$ cat src/rtl/rtc_div_pkg.sv
package rtc_div_pkg;
  localparam int unsigned TAP_W = 4;

  // rate code -> divider bit; code 0 is unused (off)
  function automatic logic [TAP_W-1:0] rate_tap(input logic [3:0] code);
    logic [TAP_W-1:0] t;
    if (code == 4'd0)      t = '0;
    else if (code < 4'd3)  t = TAP_W'(code + 4'd5);
    else                   t = TAP_W'(code - 4'd2);
    return t;
  endfunction
endpackage

$ cat src/rtl/rtc_div_chain.sv
module rtc_div_chain #(
  parameter int unsigned DIV_W = 15
) (
  input  logic             clk_i,
  input  logic             rst_ni,
  input  logic             tick_i,
  input  logic             clr_i,
  output logic [DIV_W-1:0] cnt_o,
  output logic [DIV_W-1:0] ones_o
);
  logic [DIV_W-1:0] cnt_q;

  always_ff @(posedge clk_i or negedge rst_ni) begin
    if (!rst_ni)     cnt_q <= '0;
    else if (clr_i)  cnt_q <= '0;
    else if (tick_i) cnt_q <= cnt_q + 1'b1;
  end

  // ones_o[k]: bits k..0 all set, so the next tick wraps stage k
  assign ones_o[0] = cnt_q[0];
  for (genvar g = 1; g < DIV_W; g++) begin : g_ones
    assign ones_o[g] = ones_o[g-1] & cnt_q[g];
  end

  assign cnt_o = cnt_q;
endmodule

$ cat src/rtl/rtc_tap_sel.sv
module rtc_tap_sel
  import rtc_div_pkg::*;
#(
  parameter int unsigned DIV_W = 15
) (
  input  logic [DIV_W-1:0] cnt_i,
  input  logic [DIV_W-1:0] ones_i,
  input  logic [3:0]       code_i,
  output logic             active_o,
  output logic             lvl_o,
  output logic             wrap_o
);
  logic [TAP_W-1:0] tap;

  assign tap      = rate_tap(code_i);
  assign active_o = (code_i != 4'd0);

  always_comb begin
    lvl_o  = 1'b0;
    wrap_o = 1'b0;
    for (int i = 0; i < DIV_W; i++) begin
      if (32'(tap) == i) begin
        lvl_o  = cnt_i[i];
        wrap_o = ones_i[i];
      end
    end
  end
endmodule

$ cat src/rtl/rtc_pi_sqw_sel.sv
module rtc_pi_sqw_sel #(
  parameter int unsigned DIV_W = 15
) (
  input  logic       clk_i,
  input  logic       rst_ni,
  input  logic       tick_i,
  input  logic [3:0] rate_sel_i,
  input  logic       sqw_en_i,
  input  logic       pi_en_i,
  input  logic       pwr_fail_i,
  input  logic       div_clr_i,
  output logic       sqw_o,
  output logic       pi_flag_o,
  output logic       sec_tick_o
);
  localparam int unsigned SEC_BIT = DIV_W - 1;

  logic [DIV_W-1:0] cnt;
  logic [DIV_W-1:0] ones;
  logic             active, lvl, wrap;
  logic             pi_q, sec_q;

  rtc_div_chain #(.DIV_W(DIV_W)) u_chain (
    .clk_i  (clk_i),
    .rst_ni (rst_ni),
    .tick_i (tick_i),
    .clr_i  (div_clr_i),
    .cnt_o  (cnt),
    .ones_o (ones)
  );

  rtc_tap_sel #(.DIV_W(DIV_W)) u_sel (
    .cnt_i    (cnt),
    .ones_i   (ones),
    .code_i   (rate_sel_i),
    .active_o (active),
    .lvl_o    (lvl),
    .wrap_o   (wrap)
  );

  always_ff @(posedge clk_i or negedge rst_ni) begin
    if (!rst_ni) begin
      pi_q  <= 1'b0;
      sec_q <= 1'b0;
    end else begin
      pi_q  <= tick_i & ~div_clr_i & active & pi_en_i & wrap;
      sec_q <= tick_i & ~div_clr_i & ones[SEC_BIT];
    end
  end

  assign sqw_o      = sqw_en_i & ~pwr_fail_i & active & lvl;
  assign pi_flag_o  = pi_q;
  assign sec_tick_o = sec_q;
endmodule

$ cat config.mk
export PLATFORM = sky130hd
export DESIGN_NAME = rtc_pi_sqw_sel
export DESIGN_NICKNAME = d
export VERILOG_FILES = /design/src/rtl/rtc_div_pkg.sv /design/src/rtl/rtc_div_chain.sv /design/src/rtl/rtc_tap_sel.sv /design/src/rtl/rtc_pi_sqw_sel.sv
export SDC_FILE = /design/constraint.sdc
export NUM_CORES = 1
export LEC_CHECK = 0
export ABC_AREA = 1
export BUFFER_PORTS_ARGS = -buffer_cell sky130_fd_sc_hd__clkbuf_2
export CAP_MARGIN = 20
export CORE_UTILIZATION = 50
export CTS_CLUSTER_SIZE = 8
export DETAILED_ROUTE_END_ITERATION = 12
export HOLD_SLACK_MARGIN = 0.08
export PLACE_DENSITY = 0.76
export SYNTH_ARGS = -nofsm -noshare
export SYNTH_HDL_FRONTEND = slang
export SYNTH_HIERARCHICAL = 1
export SYNTH_SLANG_ARGS = --single-unit
$ cat constraint.sdc
create_clock -name clk_i -period 2.4 [get_ports clk_i]
set_input_delay 0 -clock clk_i [delete_from_list [all_inputs] [get_ports clk_i]]
set_output_delay 0 -clock clk_i [all_outputs]
set_load 0.01 [all_outputs]
Yosys cells after proc, flatten, opt, wreduce, memory -nomap -nowiden
Cells that the tools add are included.

storage, ports and cells
  bits in registers = 17
  bits in latches = 0
  memory bits (writable) = 0
  memory bits (read-only) = 0
  input bits = 11
  output and inout bits = 3
  word-level logic and storage cells = 82
  memories kept = 0

operators by class
  add/subtract/negate cells = 3
  multiply operators = 0
  divide/modulo/power cells = 0
  $lt $le $gt $ge = 1
  equal/unequal tests = 14
  shifts and indexed selects = 0
  mux-type cells = 33
  bitwise gates (word level) = 24
  reduce and logical (&&, ||, !) cells = 4

operators with widths
  cell                   count
  $mux 15                2
  $mux 1                 29
  $eq 4x4->1 const B     7
  $and 1x1->1            22
  $eq 4x3->1 const B     4
  $add 15x1->15 const B  1
  $eq 4x2->1 const B     2
  $logic_not 4->1        2
  $mux 4                 2
  $add 4x3->4 const B    1
  $eq 4x1->1 const B     1
  $lt 4x2->1 const B     1
  $reduce_bool 4->1      1
  $sub 4x2->4 const B    1
  $not 1->1              2
  $reduce_bool 2->1      1

Depth between registers and ports, before layout
Gate-level depths: netlist (run 1).

  word-level depth = 20
  mapped depth = 21
  depth with buffers taken out = 21

Cells and area by module
Netlist (run 1), hierarchy kept.

by module, submodules not included
  module          times used  cells each  area each (um^2)  seq. area each (um^2)
  rtc_div_chain   1           129         935.9             375.4
  rtc_tap_sel     1           121         633.1             0.0
  rtc_pi_sqw_sel  1           12          93.8              50.0

Worst setup path before layout (run 1)
Ideal clock, no wire load.

  path kind = register -> register
  start point = reg u_chain.cnt_q[0] (netlist: u_chain/cnt_o[0])
  end point = reg pi_q (netlist: pi_flag_o)
  library setup time = 0.114 ns
  data arrival time = 1.689 ns
  required time = 2.286 ns
  path slack = 0.597 ns
  cell stages (with the launch flop) = 15
  path buffers = 0
  period minus slack after synthesis = 1.803 ns
  cell sequence = dfrtp_1 > ha_1 > ha_1 > nand2_2 > nor2_4 > o211ai_1 > nand3_1 > nand2_1 > nand3_1 > nand2_1 > nand3_1 > nand2_1 > nand4_2 > nand3_1 > nor2_2

on the way
  longest elaborated chain between the ends = 16
  elaborated cells between the ends (all ways) = 30
  those cells by class = 15 x mux; 15 x bitwise

RTL lines
  what                                                  line                                    source
  start: declaration                                    rtc_div_chain.sv:11                     logic [DIV_W-1:0] cnt_q;
  start signal: assignment                              rtc_div_chain.sv:16                     else if (tick_i) cnt_q <= cnt_q + 1'b1;
  $and 1x1->1 *                                         rtc_div_chain.sv:22                     assign ones_o[g] = ones_o[g-1] & cnt_q[g];
  net ones[1]                                           rtc_pi_sqw_sel.sv:19                    logic [DIV_W-1:0] ones;
  $and 1x1->1 *                                         rtc_div_chain.sv:22
  net ones[2]                                           rtc_pi_sqw_sel.sv:19
  $and 1x1->1 * (2 in series)                           rtc_div_chain.sv:22
  net ones[4]                                           rtc_pi_sqw_sel.sv:19
  $mux 1 or $and 1x1->1 (tied branches) (10 in series)  rtc_tap_sel.sv:22, rtc_div_chain.sv:22
  $mux 1 *                                              rtc_tap_sel.sv:22                       if (32'(tap) == i) begin
  net wrap                                              rtc_pi_sqw_sel.sv:20                    logic active, lvl, wrap;
  $and 1x1->1 *                                         rtc_pi_sqw_sel.sv:46                    pi_q <= tick_i & ~div_clr_i & active & pi_en_i & wrap;
  end signal: assignment                                rtc_pi_sqw_sel.sv:46
  end: declaration                                      rtc_pi_sqw_sel.sv:21                    logic pi_q, sec_q;

The timed path passes the listed nets; every way through them passes the cells marked *.
A chain may end at the register's enable or synchronous reset.

Worst setup path in the final report (run 1)
Same ends and word-level chain as after synthesis.

==> results.cfg, run 1 <==
[power]
swShare_pct = 34.3
power.density_mw_per_mm2 = 360
power_frac_clock_pct = 23.2
power.internal_mw = 0.432
p_seq_share_pct = 49.0
power_frac_comb_pct = 27.8
leakage_nw = 0.886
p_sw_mw = 0.226
ir_worst_vdd_uv = 318

[global_route]
grt_usage_pct = 22.0
grt_pass1_vias = 1370
antenna_found_initial = 0
grt-ovfl-total = 0
grt_pass1_wl_um = 5930
grt_max_degree = 18

[drt]
viasPerCell = 5.02
routed_wl_um = 3680
drc = 0
dr.pass1.iters = 4
drtIter0Drc = 94
ant_nets = 0
via_count = 1625
wl_per_cell_um = 11.4

[clock_network]
clkLatencyLatePin_ns = 0.28
ctsResizeCount = 0
clockBufferDepth = 2
cts_tree = built
cts_sinks = 17
clk_pin_slew_ns = 0.10
h-tree-depth = 1
root_buffer = clkbuf_4
cts_made_buffers = 3

[sta]
slew_viol_final = 0
hold_violations = 0
rsz0062_at_grt = no
fin_crit_ns = 2.05
slew_headroom_pct = 71.4
worstMarginPinSlew_ns = 0.429
setup_viol = 0
fin_crit_sh_pct = 85.3
max_freq_ghz = 0.489
finalSetupTns_ns = 0
fin_skew_ns = 0.00192
setup_ws_ns = 0.353

[status]
status = complete, no violations

[synth]
ys_ff_latch = 17
synth_top_family_by_area = simple AND/OR/NAND/NOR gates
netlist_area_mm2 = 0.00166
synth_nets = 279
synth.avg_cell_area_um2 = 6.35
synthAdderAreaFrac_pct = 4.51
synth_compound_area_share_pct = 7.60
synth-simple-area-share_pct = 51.9
yosysSeqAreaShare_pct = 25.6
yosys.area_share.xor_xnor_pct = 0
synthesis.instances = 262
yosys.cell_types.count = 27
synthMuxAreaShare_pct = 0
ys_warn_count = 6

[critical_path]
crit_start = u_chain/cnt_o[0]
cp.arrival_ns = 2.24
crit_fanout = 6
timing.rr.start = u_chain/cnt_o[0]
critPathRequiredTime_ns = 2.59
start_kind = flop
path_class = flop to flop
cp-end-kind = flop

[floorplan]
die_x_um = 59.7
io_pins = 14
die-area_mm2 = 0.00356
rows = 20
coreArea_mm2 = 0.00310
die_height_um = 59.7
start_util_pct = 53.6

[job]
cap_viol_max_count = 0

[final_layout]
n_fill_cell = 326
antenna_cells = 0
nets = 298
fin_util_pct = 58.9
drive_above_1_share_pct = 17.9
area_growth_pct = 9.93

[hold_path]
hold_class = input port to flop
min-delay-start = tick_i

[place]
io_buffer_count = 13
place.gp.congestion = 0.854
dp_slack_ns = 0.367
hpwlAfterDp_um = 2980
==> synthesized netlist by cell type <==
master | n | share of area, %
nand2_1 | 66 | 15
inv_1 | 41 | 9.3
nor2_1 | 37 | 8.4
nand3_1 | 26 | 7.8
dfrtp_1 | 17 | 26
a21oi_1 | 12 | 3.6
nand2_2 | 10 | 3.8
nor2_4 | 8 | 5.4
ha_1 | 6 | 4.5
nand4_1 | 6 | 2.3
o21ai_0 | 6 | 1.8
nor2_2 | 4 | 1.5
nor3_1 | 3 | 0.90
inv_2 | 2 | 0.45
nand2_4 | 2 | 1.4
nand3_2 | 2 | 1.2
nand4_2 | 2 | 1.5
o211ai_1 | 2 | 0.90
or2_1 | 2 | 0.75
a31o_2 | 1 | 0.53
and2_4 | 1 | 0.53
buf_4 | 1 | 0.45
clkbuf_1 | 1 | 0.23
nand3_4 | 1 | 1.1
nor3_2 | 1 | 0.60
o21a_1 | 1 | 0.45
o21ai_1 | 1 | 0.30
==> through the flow <==
step	total power [mW]	instance area, um2	hold WS [ns]	instances
floorplan	0.463	1660	-0.296	262
global placement	0.502	1770	-0.0456	317
detailed placement	0.507	1770	-0.0475	317
CTS	0.662	1830	0.0846	324
global route	0.701	1830	0.0858	324
finish	0.658	1830	0.0824	324
==> timing repair <==
item / in CTS / in global routing
hold endpoints to repair: 23 / 0
setup buffers: 0 / 0
hold buffers: 3 / 0
==> flip-flops by register name, indices dropped and copies added, names as in the netlist <==
register	flops
u_chain/cnt_o	15
pi_flag_o	1
sec_tick_o	1
==> kinds of logic after synthesis <==
kind of cell               count (synthesis)
DFF                                       17
and+or+nand+nor                          171
adders and majority gates                  6
AOI/OAI and AO/OA                         23
buffers and inverters                     45
==> layout by cell type (no fill, tap or decap), types with 3 or more instances in the layout <==
cell type and count:
nand4_1 6, clkbuf_4 3, nand2_2 10, nand2_1 66
nor2_1 37, inv_1 41, dfrtp_1 17, nand3_1 26
dlygate4sd3_1 3, nor2_2 4, ha_1 6, nor3_1 3
a21oi_1 12, nor2_4 8, o21ai_0 6, clkbuf_2 13
==> power groups by stage <==
stage               combinational, mW  sequential (mW)  clock (mW)
floorplan                       0.143            0.320           0
global placement                0.176            0.326           0
detailed placement              0.180            0.327           0
CTS                             0.184            0.322       0.156
global route                    0.207            0.324       0.170
finish                          0.183            0.322       0.153
==> area by class of cell <==
cell class / count / area (um2) / share of cell area [%]
Sequential cell: 17 / 425 / 23.3
Inverter: 43 / 161 / 8.83
Multi-Input combinational cell: 200 / 1060 / 58.2
Tap cell: 44 / 55.1 / 3.01
Timing Repair Buffer: 16 / 95.1 / 5.20
Clock buffer: 4 / 26.3 / 1.44
==> per-layer routing <==
layer  track usage [%]  up-vias  wire [um]
met5                 0        -          0
met3              1.30        2         83
met4              5.98        0         19
met1              31.1      738       1870
met2              36.3       26       1700
li1                  -      859          -
==> final timing paths <==
check                      slack [ns]                to  cells after the start
max                              0.35         pi_flag_o                     14
min                              0.08        sec_tick_o                      3
max reg2reg                      0.35         pi_flag_o                     14
min reg2reg                      0.57  u_chain/cnt_o[1]                      2
max in group asynchronous        1.93  u_chain/cnt_o[2]                      2
min in group asynchronous        0.17         pi_flag_o                      2
==> worst max-delay path, stage by stage (launching register included) <==
cell and delay [ns]:
dfrtp_1 0.46, ha_1 0.27, ha_1 0.21, nand2_2 0.13, nor2_4 0.05, o211ai_1 0.17, nand3_1 0.09, nand2_1 0.06
nand3_1 0.07, nand2_1 0.06, nand3_1 0.08, nand2_1 0.08, nand4_2 0.06, nand3_1 0.11, nor2_2 0.04
(Power assumes the default switching activity.)
==> run 2, diff against run 1 <==
--- a/config.mk
+++ b/config.mk
@@ -15,2 +15,3 @@
 export PLACE_DENSITY = 0.76
+export SLEW_MARGIN = 25
 export SYNTH_ARGS = -nofsm -noshare
==> constraint.sdc (replaced) <==
create_clock -name clk_i -period 2.4 [get_ports clk_i]
set_input_delay 0.12 -clock clk_i [delete_from_list [all_inputs] [get_ports clk_i]]
set_output_delay 0.12 -clock clk_i [all_outputs]
set_load 0.01 [all_outputs]
==> run 2 against run 1 <==
Against the previous run:
- global-route usage up 0.72 points
- final cell count stayed put
- critical path depth increased by 7
- combinational power hardly changed
- sequential power barely moved
- via count is 1.6% lower
- worst hold slack better by 0.073 ns
- routed wire length shrank 1.4%
- register-to-register slack better by 0.02 ns
- critical endpoint is now sqw_o
- largest power group unchanged
==> results.cfg, run 2 (synthesis results as in run 1) <==
[final_layout]
layout_common_cells = nand2_1 (66), inv_1 (40), nor2_1 (37)
nets = 298
drive_above_1_share_pct = 18.6
finalInstanceArea_mm2 = 0.00183
fin_util_pct = 59.0
antenna_cells = 0
layout.cells.non_filler = 324
area_growth_pct = 10.1
layout_commonest_cell = nand2_1
largest_reg_flops = 15

[critical_path]
critPathSlowestCell = ha_1
cp.arrival_ns = 2.02
path_common_cell = nand2_1
critPathRequiredTime_ns = 2.28
path_cells = clkbuf_2 -> inv_1 -> ha_1 -> inv_1 -> nand3_1 -> nand3_4 -> nand2_2 -> nor2_2 -> nand2_1 -> nand2_1 -> nor2_1 -> nand3_1 -> nand2_1 -> nand3_1 -> nand2_1 -> nand3_1 -> nand2_1 -> nand4_2 -> nand2_1 -> nor2_1 -> clkbuf_2
crit_fanout = 6
path_buf_inv = 4
r2r_slack_ns = 0.37
path_class = input port to primary output
cpPeakStageDelay_ns = 0.28
start_kind = input port
cp-end-kind = primary output
crit_family = simple AND/OR/NAND/NOR gates

[drt]
routed_wl_um = 3630
ant_nets = 0
wl_per_cell_um = 11.2
drc = 0
via_count = 1599
viasPerCell = 4.94
dr.pass1.iters = 4
drtIter0Drc = 144

[clock_network]
cts_sinks = 17
clk_pin_slew_ns = 0.11
root_buffer = clkbuf_4
cts_made_buffers = 3
clockBufferDepth = 2
h-tree-depth = 1
clkLatencyLatePin_ns = 0.29
cts_tree = built

[floorplan]
start_util_pct = 53.6
coreArea_mm2 = 0.00310
rows = 20
die_height_um = 59.7
die-area_mm2 = 0.00356
die_x_um = 59.7
io_pins = 14

[sta]
slew_headroom_pct = 70.5
finalSetupTns_ns = 0
setup_ws_ns = 0.263
hold_violations = 0
setup_viol = 0
worstMarginPinSlew_ns = 0.442
fin_skew_ns = 0.00996
fin_crit_sh_pct = 89.0
rsz0062_at_grt = no
timing.hold.ws_ns = 0.155
max_freq_ghz = 0.468
fin_crit_ns = 2.14
slew_viol_final = 0

[place]
dp_slack_ns = 0.201
hpwlAfterDp_um = 2900
place_area_mm2 = 0.00177
place.gp.congestion = 0.913
io_buffer_count = 13
place_inst = 317

[global_route]
use_met2_pct = 37.3
grt_max_degree = 18
use_met1_pct = 31.9
antenna_found_initial = 0
grt_pass1_vias = 1437
grt_pass1_wl_um = 6140
grt_busiest_layer = met2
grt-ovfl-total = 0
use_met3_pct = 2.60
grt_usage_pct = 22.7

[power]
p_seq_share_pct = 48.6
power_frac_clock_pct = 23.4
swShare_pct = 34.4
power_mw = 0.659
power_frac_comb_pct = 28.0
leakage_nw = 0.888
p_sw_mw = 0.227
ir_worst_vdd_uv = 277
power.internal_mw = 0.433
power.density_mw_per_mm2 = 360

[status]
status = complete, no violations

[job]
cap_viol_max_count = 0

[hold_path]
hold_class = input port to flop
-- run 2: cell count changes in the layout (fill, tap and decap cells not counted) --
| cell | before | now |
|---|---|---|
| inv_2 | 2 | 3 |
| nor2_4 | 8 | 9 |
| buf_4 | 0 | 1 |
| inv_1 | 41 | 40 |
| nor2_2 | 4 | 3 |
| dlygate4sd3_1 | 3 | 2 |
-- run 2: worst paths after layout --
path	from	endpoint	cells past startpoint
setup / recovery	rate_sel_i[0]	sqw_o	21
min in group asynchronous	rst_ni	u_chain/cnt_o[4]	2
max in group asynchronous	rst_ni	u_chain/cnt_o[3]	2
hold / removal	div_clr_i	u_chain/cnt_o[1]	4
hold reg to reg	u_chain/cnt_o[1]	u_chain/cnt_o[1]	2
setup reg to reg	u_chain/cnt_o[0]	pi_flag_o	14
-- run 2: timing repair --
| item | 4_1_cts | 5_1_grt |
|---|---|---|
| endpoints found under the hold margin | 18 | 0 |
| buffers inserted | 0 | 1 |
| resized for setup | 0 | 2 |
| hold buffers | 2 | 0 |
| endpoints found under the setup margin | 0 | 1 |
-- run 2: worst reg2reg max path: stages (launching register included) --
cell and delay (ns):
dfrtp_1 0.46, ha_1 0.27, ha_1 0.22, nand2_2 0.13, nor2_4 0.05, o211ai_1 0.18, nand3_1 0.09, nand2_1 0.06
nand3_1 0.06, nand2_1 0.06, nand3_1 0.07, nand2_1 0.08, nand4_2 0.07, nand3_1 0.11, nor2_2 0.04
-- run 2: final cells by class --
type / instances / area (um2)
fillers: 316 / 1270
well taps: 44 / 55.1
flip-flops and latches: 17 / 425
inverters: 43 / 161
clock buffers: 4 / 26.3
multi-input cells: 200 / 1070
repair buffers: 16 / 92.6
-- run 2: power groups by stage --
| stage | registers [mW] | clock network (mW) | logic (mW) |
|---|---|---|---|
| 3_5_place_dp | 0.326 | 0 | 0.178 |
| 6_report | 0.320 | 0.155 | 0.184 |
| 3_3_place_gp | 0.325 | 0 | 0.177 |
| 4_1_cts | 0.320 | 0.158 | 0.182 |
| 5_1_grt | 0.324 | 0.177 | 0.213 |
| 2_1_floorplan | 0.320 | 0 | 0.143 |
-- run 2: metal layers --
metal | wire length (um) | vias up
met5 | 0 | -
met1 | 1920 | 706
met4 | 19 | 0
met3 | 114 | 2
li1 | - | 865
met2 | 1580 | 26
